==> config.mk <==
export PLATFORM = sky130hd
export DESIGN_NAME = nor_erase_seq
export DESIGN_NICKNAME = d
export VERILOG_FILES = /design/src/rtl/nor_erase_seq.sv
export SDC_FILE = /design/constraint.sdc
export NUM_CORES = 1
export LEC_CHECK = 0
export BUFFER_PORTS_ARGS = -buffer_cell sky130_fd_sc_hd__buf_4
export CORE_MARGIN = 4
export CORE_UTILIZATION = 61
export DETAILED_ROUTE_END_ITERATION = 12
export PLACE_DENSITY = 0.82
export SYNTH_ARGS = -nofsm -noshare
export SYNTH_HDL_FRONTEND = slang
export SYNTH_SLANG_ARGS = --single-unit
==> constraint.sdc <==
create_clock -name clk -period 3.5 [get_ports clk]
set_input_delay 0.35 -clock clk [delete_from_list [all_inputs] [get_ports clk]]
set_output_delay 0.35 -clock clk [all_outputs]
set_load 0.005 [all_outputs]
==> src/rtl/nor_erase_seq.sv <==
module nor_erase_seq #(
  parameter int SECT_LOG2 = 12,
  parameter int BLK_LOG2  = 16,
  parameter int CHUNK     = 16,
  parameter int POLL_GAP  = 8,
  parameter logic [7:0] OP_RDSR = 8'h05,
  parameter logic [7:0] OP_WREN = 8'h06,
  parameter logic [7:0] OP_SECT = 8'h20,
  parameter logic [7:0] OP_BLK  = 8'hD8,
  parameter logic [7:0] OP_READ = 8'h03
) (
  input  logic        clk,
  input  logic        rst_n,
  input  logic        start,
  input  logic [31:0] offset,
  input  logic [31:0] size,
  input  logic        addr4,
  input  logic        skip_blank,
  input  logic [31:0] wip_limit,
  output logic        busy,
  output logic        done,
  output logic [1:0]  err,
  output logic        bus_req,
  output logic [7:0]  bus_wdata,
  output logic        bus_last,
  input  logic        bus_ack,
  input  logic [7:0]  bus_rdata,
  input  logic        bus_fail
);
  localparam logic [31:0] SECT  = 32'd1 << SECT_LOG2;
  localparam logic [31:0] BLK   = 32'd1 << BLK_LOG2;
  localparam logic [31:0] CHK   = 32'(CHUNK);
  localparam logic [15:0] GAPM1 = 16'(POLL_GAP - 1);

  typedef enum logic [1:0] {S_IDLE, S_XFER, S_GAP} state_t;
  typedef enum logic [2:0] {P_STAT, P_WREN, P_WEL, P_ERASE, P_READ} purp_t;

  state_t      st;
  purp_t       purp;
  logic [7:0]  fop;
  logic [2:0]  fnad;
  logic [15:0] fnrd, idx, gcnt;
  logic [31:0] faddr, off, rem, coff, cleft, wcnt;
  logic        a4, skp, blk, fin, bad;
  logic [23:0] wsh;

  wire [15:0] ftot     = 16'd1 + 16'(fnad) + fnrd;
  wire        is_data  = idx > 16'(fnad);
  wire        fire     = bus_req && bus_ack;
  wire [1:0]  dlo      = 2'(idx - 16'(fnad));
  wire        word_end = is_data && dlo == 2'd0;
  wire        bad_nx   = bad || (is_data && bus_fail) ||
                         (word_end && {wsh, bus_rdata} != 32'hFFFF_FFFF);
  wire [31:0] usz      = blk ? BLK : SECT;
  wire [31:0] rem_nx   = rem - usz;
  wire        pick_blk = ((off & (BLK - 32'd1)) == 32'd0) && rem >= BLK;
  wire [2:0]  nad      = a4 ? 3'd4 : 3'd3;
  wire        req_bad  = ((offset & (SECT - 32'd1)) != 32'd0) ||
                         ((size & (SECT - 32'd1)) != 32'd0) || size < SECT;
  wire [1:0]  bsel     = 2'(fnad - idx[2:0]);
  wire [31:0] ash      = faddr >> {bsel, 3'b000};

  assign busy     = st != S_IDLE;
  assign bus_req  = st == S_XFER;
  assign bus_last = idx == ftot - 16'd1;

  always_comb begin
    if (idx == 16'd0)  bus_wdata = fop;
    else if (!is_data) bus_wdata = ash[7:0];
    else               bus_wdata = 8'hFF;
  end

  always_ff @(posedge clk or negedge rst_n) begin
    if (!rst_n) begin
      st <= S_IDLE; purp <= P_STAT; fop <= 8'h00; fnad <= 3'd0; fnrd <= 16'd0;
      idx <= 16'd0; gcnt <= 16'd0; faddr <= 32'd0; off <= 32'd0; rem <= 32'd0;
      coff <= 32'd0; cleft <= 32'd0; wcnt <= 32'd0; a4 <= 1'b0; skp <= 1'b0;
      blk <= 1'b0; fin <= 1'b0; bad <= 1'b0; wsh <= 24'd0; done <= 1'b0; err <= 2'd0;
    end else begin
      done <= 1'b0;
      if (wcnt != '1) wcnt <= wcnt + 32'd1;
      case (st)
        S_IDLE: if (start) begin
          err <= 2'd0;
          if (req_bad) begin
            err <= 2'd1; done <= 1'b1;
          end else begin
            off <= offset; rem <= size; a4 <= addr4; skp <= skip_blank; fin <= 1'b0;
            wcnt <= 32'd0; st <= S_XFER; idx <= 16'd0;
            purp <= P_STAT; fop <= OP_RDSR; fnad <= 3'd0; fnrd <= 16'd1;
          end
        end
        S_GAP: begin
          gcnt <= gcnt + 16'd1;
          if (gcnt == GAPM1) begin
            if (wcnt > wip_limit) begin
              err <= 2'd2; done <= 1'b1; st <= S_IDLE;
            end else begin
              st <= S_XFER; idx <= 16'd0;
              purp <= P_STAT; fop <= OP_RDSR; fnad <= 3'd0; fnrd <= 16'd1;
            end
          end
        end
        S_XFER: if (fire) begin
          idx <= idx + 16'd1;
          if (is_data) wsh <= {wsh[15:0], bus_rdata};
          if (purp == P_READ) bad <= bad_nx;
          if (bus_last) begin
            idx <= 16'd0;
            case (purp)
              P_STAT: begin
                if (bus_rdata[0]) begin
                  st <= S_GAP; gcnt <= 16'd0;
                end else if (fin) begin
                  done <= 1'b1; st <= S_IDLE;
                end else begin
                  blk <= pick_blk;
                  if (skp) begin
                    coff <= off; cleft <= pick_blk ? BLK : SECT; bad <= 1'b0;
                    purp <= P_READ; fop <= OP_READ; fnad <= nad; fnrd <= 16'(CHUNK);
                    faddr <= off;
                  end else begin
                    purp <= P_WREN; fop <= OP_WREN; fnad <= 3'd0; fnrd <= 16'd0;
                  end
                end
              end
              P_WREN: begin
                purp <= P_WEL; fop <= OP_RDSR; fnad <= 3'd0; fnrd <= 16'd1;
              end
              P_WEL: begin
                if (!bus_rdata[1]) begin
                  err <= 2'd3; done <= 1'b1; st <= S_IDLE;
                end else begin
                  purp <= P_ERASE; fop <= blk ? OP_BLK : OP_SECT; fnad <= nad;
                  fnrd <= 16'd0; faddr <= off;
                end
              end
              P_READ: begin
                if (bad_nx) begin
                  purp <= P_WREN; fop <= OP_WREN; fnad <= 3'd0; fnrd <= 16'd0;
                end else if (cleft == CHK) begin
                  off <= off + usz; rem <= rem_nx; fin <= rem_nx == 32'd0; wcnt <= 32'd0;
                  purp <= P_STAT; fop <= OP_RDSR; fnad <= 3'd0; fnrd <= 16'd1;
                end else begin
                  coff <= coff + CHK; cleft <= cleft - CHK; faddr <= coff + CHK;
                end
              end
              P_ERASE: begin
                off <= off + usz; rem <= rem_nx; fin <= rem_nx == 32'd0; wcnt <= 32'd0;
                purp <= P_STAT; fop <= OP_RDSR; fnad <= 3'd0; fnrd <= 16'd1;
              end
              default: st <= S_IDLE;
            endcase
          end
        end
        default: st <= S_IDLE;
      endcase
    end
  end
endmodule

==> out/qor.yml <==
status: "finished, final reports clean"
initial_core_util: 0.6254
dpl_cell_area_sq_um: 17300
drtPass1Iterations: 5
grt_pass1_vias: 14320
drt_iter0_markers: 1463
path_class: "flip-flop to flip-flop"
finish.instance_area_sq_um: 18330
cellLeakagePower_nw: 8.011
worst-path-buf-inv: 1
worst_pin_slew_ps: 1028
crit_required_ps: 4020
setup_ws_ps: 127.0
ios: 125
nets: 2060
cts_buffers: 29
met3_usage: 0.04053
max_freq_mhz: 296.5
vias_per_cell: 6.523
synth_cell_types: 83
post_cts_buffers: 0
powerDensity_nw_per_um2: 378.3
cts_tree: "built"
grt.busiest_layer: "met2"
synth_edf_count: 0
synth_fp_nets: 1939
maxCapViolCount: 0
grt_max_degree: 100
hold_slack_ps: 13.44
drive_gt1_frac: 0.1584
rrSetupSlack_ps: 130
rsz0062_at_grt: "false"
drc: 0
fillers: 1881
arrival_ps: 3890
final_cells: 2243
cts.root.buffer_cell: "clkbuf_16"
report.final.setup_viol: 0
post_drt_wl_per_cell_um: 19.99
dieWidth_um: 169.4
reg2reg_to: "fin"
tns_ps: 0
cp-startpoint: "blk"
place_ws_ps: 114.0
ys_ff_latch: 266
grt_usage: 0.3071
critPathLaunchType: "flip-flop"
grt_pass1_wl_um: 72730
crit_cells: 9
crit_family: "simple AND/OR/NAND/NOR gates"
die_h_um: 169.4
synthToLayoutAreaGrowth_pct: 15.36
met2_usage: 0.5168
power_mw: 6.932
timing.slew.headroom: 0.3146
drtAntennaViolNets: 0
crit_path_top_delay_cell: "or4b_2"
period_share: 0.9637
antenna_cells: 0
finalMaxSlewViolations: 0
dp_cells: 2185
cpPeakStageDelay_ps: 650
worstSetupEndpoint: "fin"
synth_cells: 1769
coreArea_sq_um: 25400
wirelength_um: 44840
hold_viol: 0
cts.sinks: 266
critPathMaxFanout: 7
htreeDepth: 1
hpwl_um: 31390
rr_worst_depth: 9
async_flop_share: 1.000
reg2reg_from: "blk"
gr-total-overflow: 0
antenna_found_initial: 0
utilization: 0.7215
vias: 14631
period_needed_ps: 3373
yosys_warnings: 0
min_path_type: "input pin to flip-flop"
yosysSeqAreaShare: 0.4190
ir_drop_mv: 0.4503
gp_congestion: 0.9381
port_buffers: 124
met1_usage: 0.4133
synthesis.area_sq_um: 15890
path_clk_slew_ps: 60
clockBufferDepth: 3
clock_skew_ps: 25.45
insertion_delay_ps: 580
rows: 58
cp_cell_sequence: "inv_2, ha_1, or4b_2, a211o_1, or2_1, or3_1, xnor2_1, nor4_1, mux2_2"
end_kind: "flip-flop"
die-area_sq_um: 28690
synthFlopType: "dfrtp_1"
syn_area_per_cell_sq_um: 8.980
[sequential cells by signal (all words and copies together) (netlist names)]
name   count
skp        1
done       1
purp       3
gcnt      16
faddr     32
a4         1
cleft     28
wsh       24
st         2
coff      32
err        2
bad        1
rem       32
wcnt      32
fnrd       2
fop        5
fin        1
fnad       2
blk        1
off       32
idx       16
[worst min-delay path by stage]
stage	from	to	depth (start not counted)
finish	offset[28]	off[28]	3
global route	bus_rdata[4]	wsh[4]	2
CTS	offset[28]	off[28]	3
detailed placement	rst_n	wcnt[19]	1
global placement	rst_n	wcnt[19]	1
floorplan	rst_n	a4	0
[routing by layer]
metal,wire length [um],up-vias
li1,-,6708
met1,18370,7170
met2,21750,644
met3,3179,109
met4,1544,0
met5,0,-
[Yosys cell counts (8+ instances only)]
| library cell | count | area, sq um |
|---|---|---|
| nor2b_1 | 9 | 56.30 |
| o22a_1 | 9 | 78.83 |
| o41ai_1 | 12 | 105.1 |
| or3_1 | 33 | 206.5 |
| mux4_2 | 8 | 180.2 |
| mux2_2 | 44 | 495.5 |
| nand2_1 | 190 | 713.2 |
| and3_1 | 23 | 143.9 |
| a22o_1 | 18 | 157.7 |
| dfrtp_1 | 266 | 6656 |
| xor2_1 | 38 | 332.8 |
| and4_1 | 15 | 131.4 |
| o31ai_1 | 17 | 127.6 |
| ha_1 | 58 | 725.7 |
| xnor2_1 | 38 | 332.8 |
| nor4_1 | 49 | 306.5 |
| a31oi_1 | 23 | 143.9 |
| a21oi_1 | 86 | 430.4 |
| o211ai_1 | 15 | 112.6 |
| nor2_1 | 168 | 630.6 |
| buf_2 | 12 | 60.06 |
| clkbuf_1 | 68 | 255.2 |
| a211oi_1 | 10 | 75.07 |
| nand4_1 | 49 | 306.5 |
| and2_1 | 33 | 206.5 |
| nand3_1 | 71 | 355.3 |
| or4_1 | 8 | 60.06 |
| inv_1 | 69 | 259.0 |
| o21a_1 | 10 | 75.07 |
| nand2b_1 | 12 | 75.07 |
| nor3_1 | 41 | 205.2 |
| mux2i_1 | 17 | 170.2 |
| o21ai_0 | 130 | 650.6 |
[where the power goes]
group / leakage (nW) / internal (mW) / total, mW / switching [mW]
Sequential: 3.42 / 3.14 / 3.22 / 0.0801
Clock: 0.480 / 1.81 / 3.13 / 1.32
Combinational: 4.11 / 0.273 / 0.579 / 0.306
[cell usage in the layout (no fill, tap or decap), drive strengths merged, types with 15 or more instances in the layout]
| master | netlist | layout |
|---|---|---|
| a21oi | 86 | 86 |
| and3 | 23 | 23 |
| ha | 58 | 58 |
| a31oi | 23 | 23 |
| and4 | 15 | 15 |
| mux2i | 17 | 17 |
| dfrtp | 266 | 266 |
| o211ai | 15 | 15 |
| o31ai | 17 | 17 |
| nor2 | 169 | 169 |
| xor2 | 38 | 38 |
| xnor2 | 38 | 38 |
| nand2 | 190 | 190 |
| nand3 | 72 | 72 |
| nand4 | 49 | 49 |
| nor3 | 41 | 41 |
| nor4 | 50 | 50 |
| clkbuf | 68 | 40 |
| and2 | 33 | 33 |
| inv | 69 | 70 |
| buf | 17 | 171 |
| o21ai | 133 | 133 |
| mux2 | 44 | 44 |
| a22o | 18 | 18 |
| or3 | 33 | 33 |
[repair_timing]
action | 4_1_cts | 5_1_grt
hold buffers | 4 | 0
setup endpoints to repair | 0 | 19
resized for setup | 0 | 4
hold endpoints to repair | 98 | 0
[worst reg2reg max path, cell delays in order, from the launching register on]
cell,delay (ps)
dfrtp_1,440
inv_2,170
ha_1,220
or4b_2,650
a211o_1,430
or2_1,310
or3_1,370
xnor2_1,140
nor4_1,350
mux2_2,220
[cells by family after synthesis]
kind of cell / after synthesis / synth area share
adder cells (fa/ha/maj): 59 / 0.04694
multiplexers: 69 / 0.05325
buffers and inverters: 155 / 0.03875
XOR/XNOR: 76 / 0.04190
flip-flops: 266 / 0.4190
AO/OA/AOI/OAI: 411 / 0.1688
AND/OR/NAND/NOR: 733 / 0.2313
[cell type report]
| class | count | area, sq um | share of cell area |
|---|---|---|---|
| flip-flops and latches | 266 | 6656 | 0.3632 |
| inverters | 70 | 262.8 | 0.01434 |
| well taps | 330 | 412.9 | 0.02253 |
| multi-input cells | 1348 | 8637 | 0.4713 |
| repair buffers | 175 | 1381 | 0.07538 |
| clock buffers | 40 | 827.0 | 0.04513 |
| clock inverters | 14 | 147.6 | 0.008057 |
Note: power is estimated with default switching activity, not from simulation.
